File: config.mk
export PLATFORM = sky130hd
export DESIGN_NAME = ival_timer
export DESIGN_NICKNAME = d
export VERILOG_FILES = /design/src/rtl/ival_pkg.sv /design/src/rtl/ival_ref_sync.sv /design/src/rtl/ival_prescaler.sv /design/src/rtl/ival_restart_hs.sv /design/src/rtl/ival_counter.sv /design/src/rtl/ival_regs.sv /design/src/rtl/ival_timer.sv
export SDC_FILE = /design/constraint.sdc
export NUM_CORES = 1
export LEC_CHECK = 0
export ABC_AREA = 1
export BUFFER_PORTS_ARGS = -buffer_cell sky130_fd_sc_hd__buf_2
export CAP_MARGIN = 15
export CORE_MARGIN = 2
export CORE_UTILIZATION = 25
export DETAILED_ROUTE_END_ITERATION = 12
export HOLD_SLACK_MARGIN = 0.03
export SETUP_SLACK_MARGIN = 0.15
export SLEW_MARGIN = 20
export SYNTH_ARGS = -nofsm -noshare
export SYNTH_HDL_FRONTEND = slang
export SYNTH_SLANG_ARGS = --single-unit
File: constraint.sdc
create_clock -name clk -period 3.15 [get_ports clk]
set_clock_uncertainty 0.15 [all_clocks]
set_input_delay 0.4725 -clock clk [delete_from_list [all_inputs] [get_ports clk]]
set_output_delay 0.4725 -clock clk [all_outputs]
set_load 0.02 [all_outputs]
File: src/rtl/ival_pkg.sv
package ival_pkg;
  typedef enum logic [1:0] {
    ADDR_CFG    = 2'd0,
    ADDR_PRESC  = 2'd1,
    ADDR_RELOAD = 2'd2,
    ADDR_CTRL   = 2'd3
  } ival_addr_e;

  localparam int CFG_W        = 4;
  localparam int CFG_LOCK_CFG = 0;
  localparam int CFG_LOCK_PS  = 1;
  localparam int CFG_LOCK_RL  = 2;
  localparam int CFG_WD_SEL   = 3;
  localparam int CTRL_RESTART = 0;
  localparam int CTRL_RUNNING = 1;
endpackage

File: src/rtl/ival_ref_sync.sv
module ival_ref_sync #(
  parameter int STAGES = 2
) (
  input  logic clk,
  input  logic rst,
  input  logic ref_clk_i,
  output logic ref_pulse_o
);
  logic [STAGES-1:0] sync_q;
  logic              prev_q;

  always_ff @(posedge clk) begin
    if (rst) begin
      sync_q      <= '0;
      prev_q      <= 1'b0;
      ref_pulse_o <= 1'b0;
    end else begin
      sync_q      <= {sync_q[STAGES-2:0], ref_clk_i};
      prev_q      <= sync_q[STAGES-1];
      ref_pulse_o <= sync_q[STAGES-1] & ~prev_q;
    end
  end

  assert_pulse_single_R2: assert property (@(posedge clk) disable iff (rst)
    ref_pulse_o |=> !ref_pulse_o);
endmodule

File: src/rtl/ival_prescaler.sv
module ival_prescaler #(
  parameter int CODE_W = 4
) (
  input  logic              clk,
  input  logic              rst,
  input  logic              ref_pulse_i,
  input  logic              clear_i,
  input  logic [CODE_W-1:0] code_i,
  output logic              tick_o
);
  localparam int PS_W = (1 << CODE_W) - 1;

  logic [PS_W-1:0] cnt_q;
  logic [PS_W-1:0] mask;

  for (genvar i = 0; i < PS_W; i++) begin : g_mask
    assign mask[i] = (32'(code_i) > i);
  end

  always_ff @(posedge clk) begin
    if (rst) begin
      cnt_q  <= '0;
      tick_o <= 1'b0;
    end else if (clear_i) begin
      cnt_q  <= '0;
      tick_o <= 1'b0;
    end else if (ref_pulse_i) begin
      cnt_q  <= cnt_q + 1'b1;
      tick_o <= ((cnt_q & mask) == mask);
    end else begin
      tick_o <= 1'b0;
    end
  end

  assert_tick_on_edge_R2: assert property (@(posedge clk) disable iff (rst)
    tick_o |-> $past(ref_pulse_i));
endmodule

File: src/rtl/ival_restart_hs.sv
module ival_restart_hs #(
  parameter int STAGES = 2
) (
  input  logic clk,
  input  logic rst,
  input  logic ref_pulse_i,
  input  logic start_i,
  output logic apply_o,
  output logic busy_o
);
  logic              req_t_q;
  logic              done_t_q;
  logic [STAGES-1:0] ack_sync_q;

  assign busy_o  = req_t_q ^ ack_sync_q[STAGES-1];
  assign apply_o = ref_pulse_i & (req_t_q ^ done_t_q);

  always_ff @(posedge clk) begin
    if (rst) begin
      req_t_q <= 1'b0;
    end else if (start_i && !busy_o) begin
      req_t_q <= ~req_t_q;
    end
  end

  // slow side: acts only on reference edges
  always_ff @(posedge clk) begin
    if (rst) begin
      done_t_q <= 1'b0;
    end else if (apply_o) begin
      done_t_q <= req_t_q;
    end
  end

  always_ff @(posedge clk) begin
    if (rst) begin
      ack_sync_q <= '0;
    end else begin
      ack_sync_q <= {ack_sync_q[STAGES-2:0], done_t_q};
    end
  end

  assert_busy_clear_acked_R5: assert property (@(posedge clk) disable iff (rst)
    $fell(busy_o) |-> (ack_sync_q[STAGES-1] != $past(ack_sync_q[STAGES-1])));
  assert_apply_while_busy_R6: assert property (@(posedge clk) disable iff (rst)
    apply_o |-> busy_o);
endmodule

File: src/rtl/ival_counter.sv
module ival_counter #(
  parameter int CNT_W = 16
) (
  input  logic             clk,
  input  logic             rst,
  input  logic             load_i,
  input  logic             tick_i,
  input  logic [CNT_W-1:0] reload_i,
  output logic             event_o,
  output logic             running_o
);
  logic [CNT_W-1:0] cnt_q;

  always_ff @(posedge clk) begin
    if (rst) begin
      cnt_q     <= '0;
      running_o <= 1'b0;
      event_o   <= 1'b0;
    end else if (load_i) begin
      cnt_q     <= reload_i;
      running_o <= 1'b1;
      event_o   <= 1'b0;
    end else if (running_o && tick_i) begin
      if (cnt_q == '0) begin
        cnt_q   <= reload_i;
        event_o <= 1'b1;
      end else begin
        cnt_q   <= cnt_q - 1'b1;
        event_o <= 1'b0;
      end
    end else begin
      event_o <= 1'b0;
    end
  end

  assert_event_one_cycle_R4: assert property (@(posedge clk) disable iff (rst)
    event_o |=> !event_o);
  assert_event_from_tick_R3: assert property (@(posedge clk) disable iff (rst)
    event_o |-> ($past(tick_i) && running_o));
endmodule

File: src/rtl/ival_regs.sv
module ival_regs
  import ival_pkg::*;
#(
  parameter int CNT_W  = 16,
  parameter int CODE_W = 4
) (
  input  logic              clk,
  input  logic              rst,
  input  logic              wr_en_i,
  input  logic [1:0]        wr_addr_i,
  input  logic [CNT_W-1:0]  wr_data_i,
  input  logic [1:0]        rd_addr_i,
  input  logic              busy_i,
  input  logic              running_i,
  output logic [CNT_W-1:0]  rd_data_o,
  output logic [CODE_W-1:0] code_o,
  output logic [CNT_W-1:0]  reload_o,
  output logic              wd_sel_o,
  output logic              restart_o
);
  logic [CFG_W-1:0] cfg_q;
  logic             lock_cfg, lock_ps, lock_rl;
  logic             wr_cfg, wr_ps, wr_rl;

  assign lock_cfg = cfg_q[CFG_LOCK_CFG];
  assign lock_ps  = cfg_q[CFG_LOCK_PS];
  assign lock_rl  = cfg_q[CFG_LOCK_RL];
  assign wd_sel_o = cfg_q[CFG_WD_SEL];

  assign wr_cfg    = wr_en_i && (wr_addr_i == ADDR_CFG)    && !lock_cfg;
  assign wr_ps     = wr_en_i && (wr_addr_i == ADDR_PRESC)  && !lock_ps;
  assign wr_rl     = wr_en_i && (wr_addr_i == ADDR_RELOAD) && !lock_rl;
  assign restart_o = wr_en_i && (wr_addr_i == ADDR_CTRL)   && wr_data_i[CTRL_RESTART];

  always_ff @(posedge clk) begin
    if (rst) begin
      cfg_q    <= '0;
      code_o   <= '0;
      reload_o <= '1;
    end else begin
      if (wr_cfg) begin
        cfg_q[CFG_WD_SEL] <= wr_data_i[CFG_WD_SEL];
        cfg_q[CFG_LOCK_RL:CFG_LOCK_CFG] <= cfg_q[CFG_LOCK_RL:CFG_LOCK_CFG]
                                         | wr_data_i[CFG_LOCK_RL:CFG_LOCK_CFG];
      end
      if (wr_ps) code_o <= wr_data_i[CODE_W-1:0];
      if (wr_rl) reload_o <= wr_data_i;
    end
  end

  always_ff @(posedge clk) begin
    if (rst) begin
      rd_data_o <= '0;
    end else begin
      unique case (ival_addr_e'(rd_addr_i))
        ADDR_CFG:    rd_data_o <= CNT_W'(cfg_q);
        ADDR_PRESC:  rd_data_o <= CNT_W'(code_o);
        ADDR_RELOAD: rd_data_o <= reload_o;
        ADDR_CTRL:   rd_data_o <= CNT_W'({running_i, busy_i});
        default:     rd_data_o <= '0;
      endcase
    end
  end

  assert_locks_sticky_R9: assert property (@(posedge clk) disable iff (rst)
    ($past(cfg_q[CFG_LOCK_RL:CFG_LOCK_CFG]) & ~cfg_q[CFG_LOCK_RL:CFG_LOCK_CFG]) == '0);
  assert_reload_locked_R8: assert property (@(posedge clk) disable iff (rst)
    lock_rl |=> $stable(reload_o));
  assert_presc_locked_R8: assert property (@(posedge clk) disable iff (rst)
    lock_ps |=> $stable(code_o));
  assert_cfg_locked_R8: assert property (@(posedge clk) disable iff (rst)
    lock_cfg |=> $stable(cfg_q));
endmodule

File: src/rtl/ival_timer.sv
module ival_timer
  import ival_pkg::*;
#(
  parameter int CNT_W       = 16,
  parameter int CODE_W      = 4,
  parameter int SYNC_STAGES = 2
) (
  input  logic             clk,
  input  logic             rst,
  input  logic             ref_clk_i,
  input  logic             wr_en_i,
  input  logic [1:0]       wr_addr_i,
  input  logic [CNT_W-1:0] wr_data_i,
  input  logic [1:0]       rd_addr_i,
  output logic [CNT_W-1:0] rd_data_o,
  output logic             event_o,
  output logic             tick_o,
  output logic             wdog_clk_en_o
);
  logic              ref_pulse, apply, busy, running, wd_sel, restart;
  logic [CODE_W-1:0] code;
  logic [CNT_W-1:0]  reload;

  ival_ref_sync #(.STAGES(SYNC_STAGES)) u_sync (
    .clk(clk), .rst(rst), .ref_clk_i(ref_clk_i), .ref_pulse_o(ref_pulse));

  ival_regs #(.CNT_W(CNT_W), .CODE_W(CODE_W)) u_regs (
    .clk(clk), .rst(rst), .wr_en_i(wr_en_i), .wr_addr_i(wr_addr_i),
    .wr_data_i(wr_data_i), .rd_addr_i(rd_addr_i), .busy_i(busy),
    .running_i(running), .rd_data_o(rd_data_o), .code_o(code),
    .reload_o(reload), .wd_sel_o(wd_sel), .restart_o(restart));

  ival_restart_hs #(.STAGES(SYNC_STAGES)) u_hs (
    .clk(clk), .rst(rst), .ref_pulse_i(ref_pulse), .start_i(restart),
    .apply_o(apply), .busy_o(busy));

  ival_prescaler #(.CODE_W(CODE_W)) u_ps (
    .clk(clk), .rst(rst), .ref_pulse_i(ref_pulse), .clear_i(apply),
    .code_i(code), .tick_o(tick_o));

  ival_counter #(.CNT_W(CNT_W)) u_cnt (
    .clk(clk), .rst(rst), .load_i(apply), .tick_i(tick_o),
    .reload_i(reload), .event_o(event_o), .running_o(running));

  always_ff @(posedge clk) begin
    if (rst) wdog_clk_en_o <= 1'b0;
    else     wdog_clk_en_o <= wd_sel ? tick_o : ref_pulse;
  end

  assert_wd_source_R7: assert property (@(posedge clk) disable iff (rst)
    wdog_clk_en_o |-> ($past(tick_o) || $past(ref_pulse)));
endmodule

# == Yosys cells after proc, flatten, opt, wreduce, memory -nomap -nowiden ==
# Cells that the tools add are included.
# word_totals
ff_bits,83
latchBits,0
ram_bits,0
mem_bits_ro,0
memories,0
# op_classes
add_sub_neg,2
mul,0
div_mod_pow,0
order_cmp,15
eq_ne,7
shift,0
n_mux,6
bitwise_logic,10
n_reduce_logical,21
# ops
op,count
16-bit one-hot mux with 4 select lines,1
16-bit 2-to-1 mux,3
4-bit greater-than comparator (second input constant),7
4-bit by 3-bit greater-than comparator with 1-bit output (second input constant),4
16-bit logical NOT,1
16-bit by 1-bit subtractor with 16-bit output (second input constant),1
15-bit by 1-bit adder with 15-bit output (second input constant),1
15-bit AND,1
15-bit equality test,1
1-bit logical AND,10
2-bit equality test (second input constant),4
4-bit by 1-bit greater-than comparator with 1-bit output (second input constant),2
4-bit by 2-bit greater-than comparator with 1-bit output (second input constant),2
3-bit OR reduction,2
2-bit by 1-bit equality test with 1-bit output (second input constant),2
1-bit logical NOT,4
2-bit logical NOT,2
1-bit NOT,4
3-bit OR,1
1-bit AND,2
1-bit 2-to-1 mux,2
2-bit nonzero test,1
2-bit OR reduction,1
1-bit XOR,2

# == Logic depth before layout (Yosys ltp) ==
# Gate-level depths: netlist of the first run.
# depth
depth_word,4
mapped_depth,11
ltp_nobuf,11

# == Modules after synthesis ==
# A second synthesis of the first run with hierarchy kept.
# hier_totals
hier_cells,625
area_unflattened_um2,4260.3
# modules_own_cells
module,instances,cells_each,area_each_um2
ival_regs,1,202,1630.3
ival_counter,1,223,1343.8
ival_prescaler,1,159,970.9
ival_restart_hs,1,22,155.1
ival_ref_sync,1,12,115.1
ival_timer,1,7,45.0

# == Worst setup path after synthesis of the first run ==
# No wires, ideal clock.
# synth_timing
path_kind,input -> register
startpoint,input port rst
endpoint,register u_ps.cnt_q[9]
setup_time_ps,58
arrival_ps,1506
required_ps,2942
path_slack_ps,1437
path_stages,5
path_cell_list,clkbuf_1 > nor2_1 > clkinv_1 > a21oi_1 > o21a_1
# synth_between
elab_chain_len,1
# synth_rtl
element,line,rtl
"start, declared",ival_timer.sv:9,"input logic rst,"
2-bit OR reduction (no source line),-,
"end signal, assigned",ival_prescaler.sv:28,cnt_q <= cnt_q + 1'b1;
"end, declared",ival_prescaler.sv:13,logic [PS_W-1:0] cnt_q;
# Every way passes these cells.
# A chain may end at the register's enable or synchronous reset.

# == Final worst setup path of the first run ==
# layout_timing
startpoint,register u_cnt.cnt_q[5]
endpoint,register u_cnt.cnt_q[1]
# layout_between
elab_chain_len,4
# layout_rtl
element,line,rtl
"start, declared",ival_counter.sv:12,logic [CNT_W-1:0] cnt_q;
"start signal, assigned",ival_counter.sv:20,cnt_q <= reload_i;
"start signal, assigned",ival_counter.sv:25,cnt_q <= reload_i;
"start signal, assigned",ival_counter.sv:28,cnt_q <= cnt_q - 1'b1;
16-bit logical NOT,ival_counter.sv:24,if (cnt_q == '0) begin
16-bit 2-to-1 mux,ival_counter.sv:24,
16-bit 2-to-1 mux,ival_counter.sv:23,end else if (running_o && tick_i) begin
16-bit 2-to-1 mux,ival_counter.sv:19,end else if (load_i) begin
# Every way passes these cells. The select of a mux whose other input is x is not followed.

==> out/metrics.yaml, run 1 <==
rr_startpoint: "u_cnt.cnt_q[5]"
cp_cell_sequence: "nor2_1 > nand2_1 > nor2_1 > nand3_1 > nand2_2 > inv_1 > o21ai_0 > a21oi_1"
hold-worst-slack_ns: 0.176
insertion_delay_ns: 0.35
fin_util: 0.306
r2r_end: "u_cnt.cnt_q[1]"
globalRouteMet3Util: 0.0302
critical_path_class: "flop to flop"
drt_iter0_markers: 237
hold_violations: 0
cts_setup_buffers: 0
finalNetCount: 605
ys.flop_type: "dfxtp_1"
r2r_slack_ns: 0.99
fillers: 1604
die_h_um: 126
place.gp.congestion: 0.810
synth-edff-count: 0
die_width_um: 126
reg2regPathDepth: 8
maxSlewHeadroom: 0.414
wire_per_inst_um: 12.0
fin_tns_setup_ns: 0
synthCells: 536
max_freq_ghz: 0.463
cp_data_arrival_time_ns: 2.24
crit_path_frequent_cell: "nor2_1"
synth_area_leaders: "dfxtp_1 45%, nand2_1 12%, nor2_1 8.3%, inv_1 7.9%, a21oi_1 4.7%"
vias: 3324
clk_pin_slew_ns: 0.07
instances_no_fill: 767
cts_hold_buf: 0
port_buffers: 42
overflow: 0
cp_top_family: "simple AND/OR/NAND/NOR gates"
yosys_warnings: 0
hold_path_class: "input pin to flop"
fin_crit_sh: 0.686
powerDensity_mw_per_mm2: 546
via_per_inst: 4.33
synth.distinct_cells: 31
leakage_uw: 0.00205
grt_pass1_vias: 3055
ys_seq_area_frac: 0.447
core_area_sq_mm: 0.0145
antenna_found_initial: 0
clock-sinks: 83
dp_hpwl_mm: 6.56
finalSetupViolations: 0
grt_max_degree: 31
drv_cap: 0
cts_tree: "yes"
synthesis.nets: 563
cts_buffers: 9
ios: 43
rsz0062_at_grt: "false"
drive_gt1_frac: 0.115
drc: 0
place_inst: 751
multi_input_area_sq_mm: 0.00169
grt_usage: 0.121
hp-start: "ref_clk_i"
detail_route.first_pass.iterations: 5
syn-mean-instance-area_sq_um: 6.93
netlist.top_cell.by_area: "dfxtp_1"
cts_htree_levels: 3
grt_use_met2: 0.176
slowest_delay_ns: 0.39
use_met1: 0.169
num_antenna_cells: 0
synth_top_area_frac: 0.447
synthTopCellsByCount: "115 x nand2_1, 83 x dfxtp_1, 82 x nor2_1, 78 x inv_1, 35 x a21oi_1"
cts_root_buf: "clkbuf_16"
die_area_sq_mm: 0.0159
area_growth_pct: 19.7
synth_seq_cells: 83
worstPathRequired_ns: 3.23
start_kind: "flop"
slew_viol_final: 0
async_flop_share: 0
cp_slowest_cell: "nand2_2"
synth_most_common_cell: "nand2_1"
seqCellArea_sq_mm: 0.00166
whs_path_depth: 3
cts_buffer_depth: 2
ant_nets: 0
finalWirelength_mm: 9.17
start_util: 0.256
outcome: "completed"
cts_resized: 0
fin_crit_ns: 2.16
tightest_slew_ns: 0.879
end_kind: "flop"
whs_endpoint: "u_sync.sync_q[0]"
worst-path-buf-inv: 1
grt_busiest_layer: "met2"
rows: 44
worst-path-max-fanout: 25
synthesis.area_sq_mm: 0.00371
grt_pass1_wl_mm: 15.3
ir_drop_v: 0.000263
-- placed cells by master, fill, tap and decap left out --
master,netlist,layout
nand2_1,115,115
dfxtp_1,83,83
nor2_1,82,82
inv_1,78,78
buf_2,3,42
a21oi_1,35,35
o21ai_0,32,32
nand3_1,28,28
nor3_1,18,18
o211ai_1,14,14
clkbuf_16,0,9
nand4_1,8,8
xor2_1,7,7
buf_4,1,5
xnor2_1,3,3
ha_1,3,3
clkbuf_8,0,3
a221oi_1,2,2
inv_6,0,2
nor3_4,1,1
nand2_2,1,1
nor2_2,1,1
clkinv_1,1,1
a31oi_1,1,1
or2_2,1,1
o21a_1,1,1
nand3b_1,1,1
nor4_1,1,1
o221ai_1,1,1
o22ai_1,1,1
o21bai_1,1,1
clkinvlp_4,0,1
bufinv_16,0,1
-- per-layer routing --
layer / up-vias / routed length, um
met5: - / 0
met4: 0 / 186
met3: 12 / 271
met2: 51 / 3950
met1: 1469 / 4760
li1: 1792 / -
-- flip-flops by register name (all words and copies together), names as in the netlist --
| register | flops |
|---|---|
| u_cnt.cnt_q | 16 |
| u_regs.rd_data_o | 16 |
| u_regs.reload_o | 16 |
| u_ps.cnt_q | 15 |
| u_regs.cfg_q | 4 |
| u_regs.code_o | 4 |
| u_hs.ack_sync_q | 2 |
| u_sync.sync_q | 2 |
| u_cnt.event_o | 1 |
| u_cnt.running_o | 1 |
| u_hs.done_t_q | 1 |
| u_hs.req_t_q | 1 |
| u_ps.tick_o | 1 |
| u_sync.prev_q | 1 |
| u_sync.ref_pulse_o | 1 |
| wdog_clk_en_o | 1 |
-- report_power, final --
part | internal, uW | leakage (uW) | switching (uW)
registers | 1080 | 0.000675 | 15.1
logic | 64.1 | 0.00122 | 132
clock network | 685 | 0.000156 | 451
total | 1830 | 0.00205 | 599
-- logic make-up (layout without fill, tap and decap cells) --
group	count (synthesis)	in the layout	synth area share
xor+xnor	10	10	0.0236
fa+ha+maj	3	3	0.0101
buf+inv	95	142	0.0983
flops	83	83	0.447
compound gates	88	88	0.133
simple gates	257	257	0.288
-- worst max-delay path by stage --
stage                                     end  depth (start not counted)            from  slack [ns]
after global placement    u_regs.reload_o[14]                          7         wr_en_i        1.06
after floorplan                 u_ps.cnt_q[9]                          5             rst        1.44
after detailed placement       u_cnt.cnt_q[1]                          8  u_cnt.cnt_q[5]        1.02
final                          u_cnt.cnt_q[1]                          8  u_cnt.cnt_q[5]        0.99
after global routing           u_cnt.cnt_q[1]                          8  u_cnt.cnt_q[5]        0.67
after CTS                      u_cnt.cnt_q[1]                          8  u_cnt.cnt_q[5]        1.01
-- final cells by class --
| type | instances | area share |
|---|---|---|
| Clock buffer | 12 | 0.0599 |
| Clock inverter | 4 | 0.0124 |
| Inverter | 79 | 0.0667 |
| Multi-Input combinational cell | 358 | 0.380 |
| Sequential cell | 83 | 0.374 |
| Tap cell | 184 | 0.0518 |
| Timing Repair Buffer | 47 | 0.0557 |
-- tightest hold or removal path: cells and delay by family --
kind | cells | cell delay (ns)
buf+inv | 2 | 0.10
simple gates | 1 | 0.06
-- stage by stage --
stage          instance area [sq um]  setup slack (ns)  power (uW)
6_report                        4450             0.989        2430
3_3_place_gp                    4120              1.06        1320
5_1_grt                         4450             0.667        2530
4_1_cts                         4450              1.01        2450
2_1_floorplan                   3710              1.44        1250
3_5_place_dp                    4120              1.02        1320
(Power assumes the default switching activity.)
==> run 2: changes to the inputs <==
==> constraint.sdc (replaced) <==
create_clock -name clk -period 1.8 [get_ports clk]
set_clock_uncertainty 0.15 [all_clocks]
set_input_delay 0.27 -clock clk [delete_from_list [all_inputs] [get_ports clk]]
set_output_delay 0.27 -clock clk [all_outputs]
set_load 0.02 [all_outputs]
==> run 2 against run 1 <==
  * Clock power rose by 83%
  * Combinational power rose by 150%
  * Worst hold slack got worse by 0.13 ns
  * Via count rose by 14%
  * Final area rose by 19%
  * Largest power group unchanged
  * Highest routed layer unchanged
==> out/metrics.yaml, run 2 (synthesized netlist as in run 1, its figures left out) <==
cts_tree: "yes"  # unchanged
worst-path-max-fanout: 6  # was 25
dp_hpwl_mm: 6.83  # was 6.56 mm
grt_max_degree: 31  # unchanged
drv_cap: 0  # unchanged
die_h_um: 126  # unchanged
fin_crit_sh: 0.933  # was 0.686
instances_no_fill: 827  # was 767
tightest_slew_ns: 0.398  # was 0.879 ns
clk_pin_slew_ns: 0.06  # was 0.07 ns
drt_iter0_markers: 205  # was 237
cts_root_buf: "clkbuf_16"  # unchanged
fin_crit_ns: 1.68  # was 2.16 ns
drc: 0  # unchanged
clock-sinks: 83  # unchanged
layout_common_cells: "106 x nand2_1, 73 x inv_1, 67 x dfxtp_1"  # was 115 x nand2_1, 83 x dfxtp_1, 82 x nor2_1
end_kind: "flop"  # unchanged
finalSetupViolations: 0  # unchanged
detail_route.first_pass.iterations: 5  # unchanged
fin_tns_setup_ns: 0  # unchanged
finalNetCount: 666  # was 605
die_area_sq_mm: 0.0159  # unchanged
maxSlewHeadroom: 0.732  # was 0.414
max_freq_ghz: 0.596  # was 0.463 GHz
start_util: 0.256  # unchanged
via_per_inst: 4.59  # was 4.33
ir_drop_v: 0.000518  # was 0.000263 V
outcome: "completed"  # unchanged
cp_data_arrival_time_ns: 1.81  # was 2.24 ns
insertion_delay_ns: 0.35  # about the same
cts_buffers: 9  # unchanged
place_inst: 770  # was 751
hold_path_class: "input pin to flop"  # unchanged
final_common_cell: "nand2_1"  # unchanged
ios: 43  # unchanged
antenna_found_initial: 0  # unchanged
place.gp.congestion: 0.832  # was 0.810
rows: 44  # unchanged
powerDensity_mw_per_mm2: 851  # was 546 mW/mm^2
start_kind: "flop"  # unchanged
die_width_um: 126  # unchanged
slew_viol_final: 0  # unchanged
cts_htree_levels: 3  # unchanged
top_regs: "u_cnt.cnt_q: 16 flops, u_regs.rd_data_o: 16 flops, u_regs.reload_o: 16 flops"  # unchanged
drive_gt1_frac: 0.264  # was 0.115
ant_nets: 0  # unchanged
hold_violations: 0  # unchanged
core_area_sq_mm: 0.0145  # unchanged
wire_per_inst_um: 12.5  # was 12.0 um
hold-worst-slack_ns: 0.0416  # was 0.176 ns
grt_usage: 0.131  # was 0.121
area_growth_pct: 42.2  # was 19.7%
overflow: 0  # unchanged
port_buffers: 42  # unchanged
rsz0062_at_grt: "true"  # was false
num_antenna_cells: 0  # unchanged
leakage_uw: 0.00243  # was 0.00205 uW
finalWirelength_mm: 10.3  # was 9.17 mm
critical_path_class: "flop to flop"  # unchanged
grt_pass1_vias: 3470  # was 3055
grt_pass1_wl_mm: 16.7  # was 15.3 mm
vias: 3793  # was 3324
cts_buffer_depth: 2  # unchanged
worstPathRequired_ns: 1.93  # was 3.23 ns
run 2: stage by stage:
stage / power [uW] / setup WS (ns) / instance area (sq um) / util
finish: 4490 / 0.121 / 5280 / 0.363
global route: 4690 / 0.00549 / 5280 / 0.363
CTS: 4520 / 0.123 / 5010 / 0.345
detailed placement: 2340 / 0.0291 / 4310 / 0.296
global placement: 2340 / -0.00863 / 4310 / 0.296
floorplan: 2190 / 0.155 / 3720 / -
run 2: repair_timing:
action	CTS	global route
hold buffers	15	0
pin swaps	11	15
setup buffers	16	9
resized for setup	29	54
gates cloned	1	1
hold endpoints to repair	15	0
endpoints found under the setup margin	26	24
run 2: layer usage:
layer	wire, um	GRT usage
met5	0	0
met4	195	0.0530
met3	530	0.0370
met2	4690	0.207
met1	4890	0.171
run 2: layout make-up:
type	count	area, sq um
flip-flops and latches	83	1690
well taps	184	230
fillers	1495	9250
inverters	79	305
repair buffers	108	838
multi-input cells	358	1890
clock buffers	11	233
clock inverters	4	98.8
run 2: power breakdown:
part           internal [uW]  switching (uW)  leakage, uW
logic                    222             266      0.00159
registers               1890            29.2     0.000685
clock network           1350             737     0.000160
run 2: path summary, 6_finish.rpt:
path / startpoint / end / slack, ns / depth (start not counted)
max reg2reg: u_cnt.cnt_q[0] / u_cnt.cnt_q[7] / 0.12 / 11
max: u_cnt.cnt_q[0] / u_cnt.cnt_q[7] / 0.12 / 11
min: wr_data_i[0] / u_regs.reload_o[0] / 0.04 / 3
min reg2reg: u_sync.sync_q[0] / u_sync.sync_q[1] / 0.25 / 2
run 2: critical path: stages, from the launching register on:
cell        delay (ns)
dfxtp_4           0.36
inv_4             0.06
ha_4              0.13
nand2_2           0.05
nor2_2            0.10
nand3_2           0.10
nand2_4           0.10
buf_6             0.11
clkinvlp_4        0.15
nand2_2           0.11
nand3_2           0.07
a21oi_2           0.12
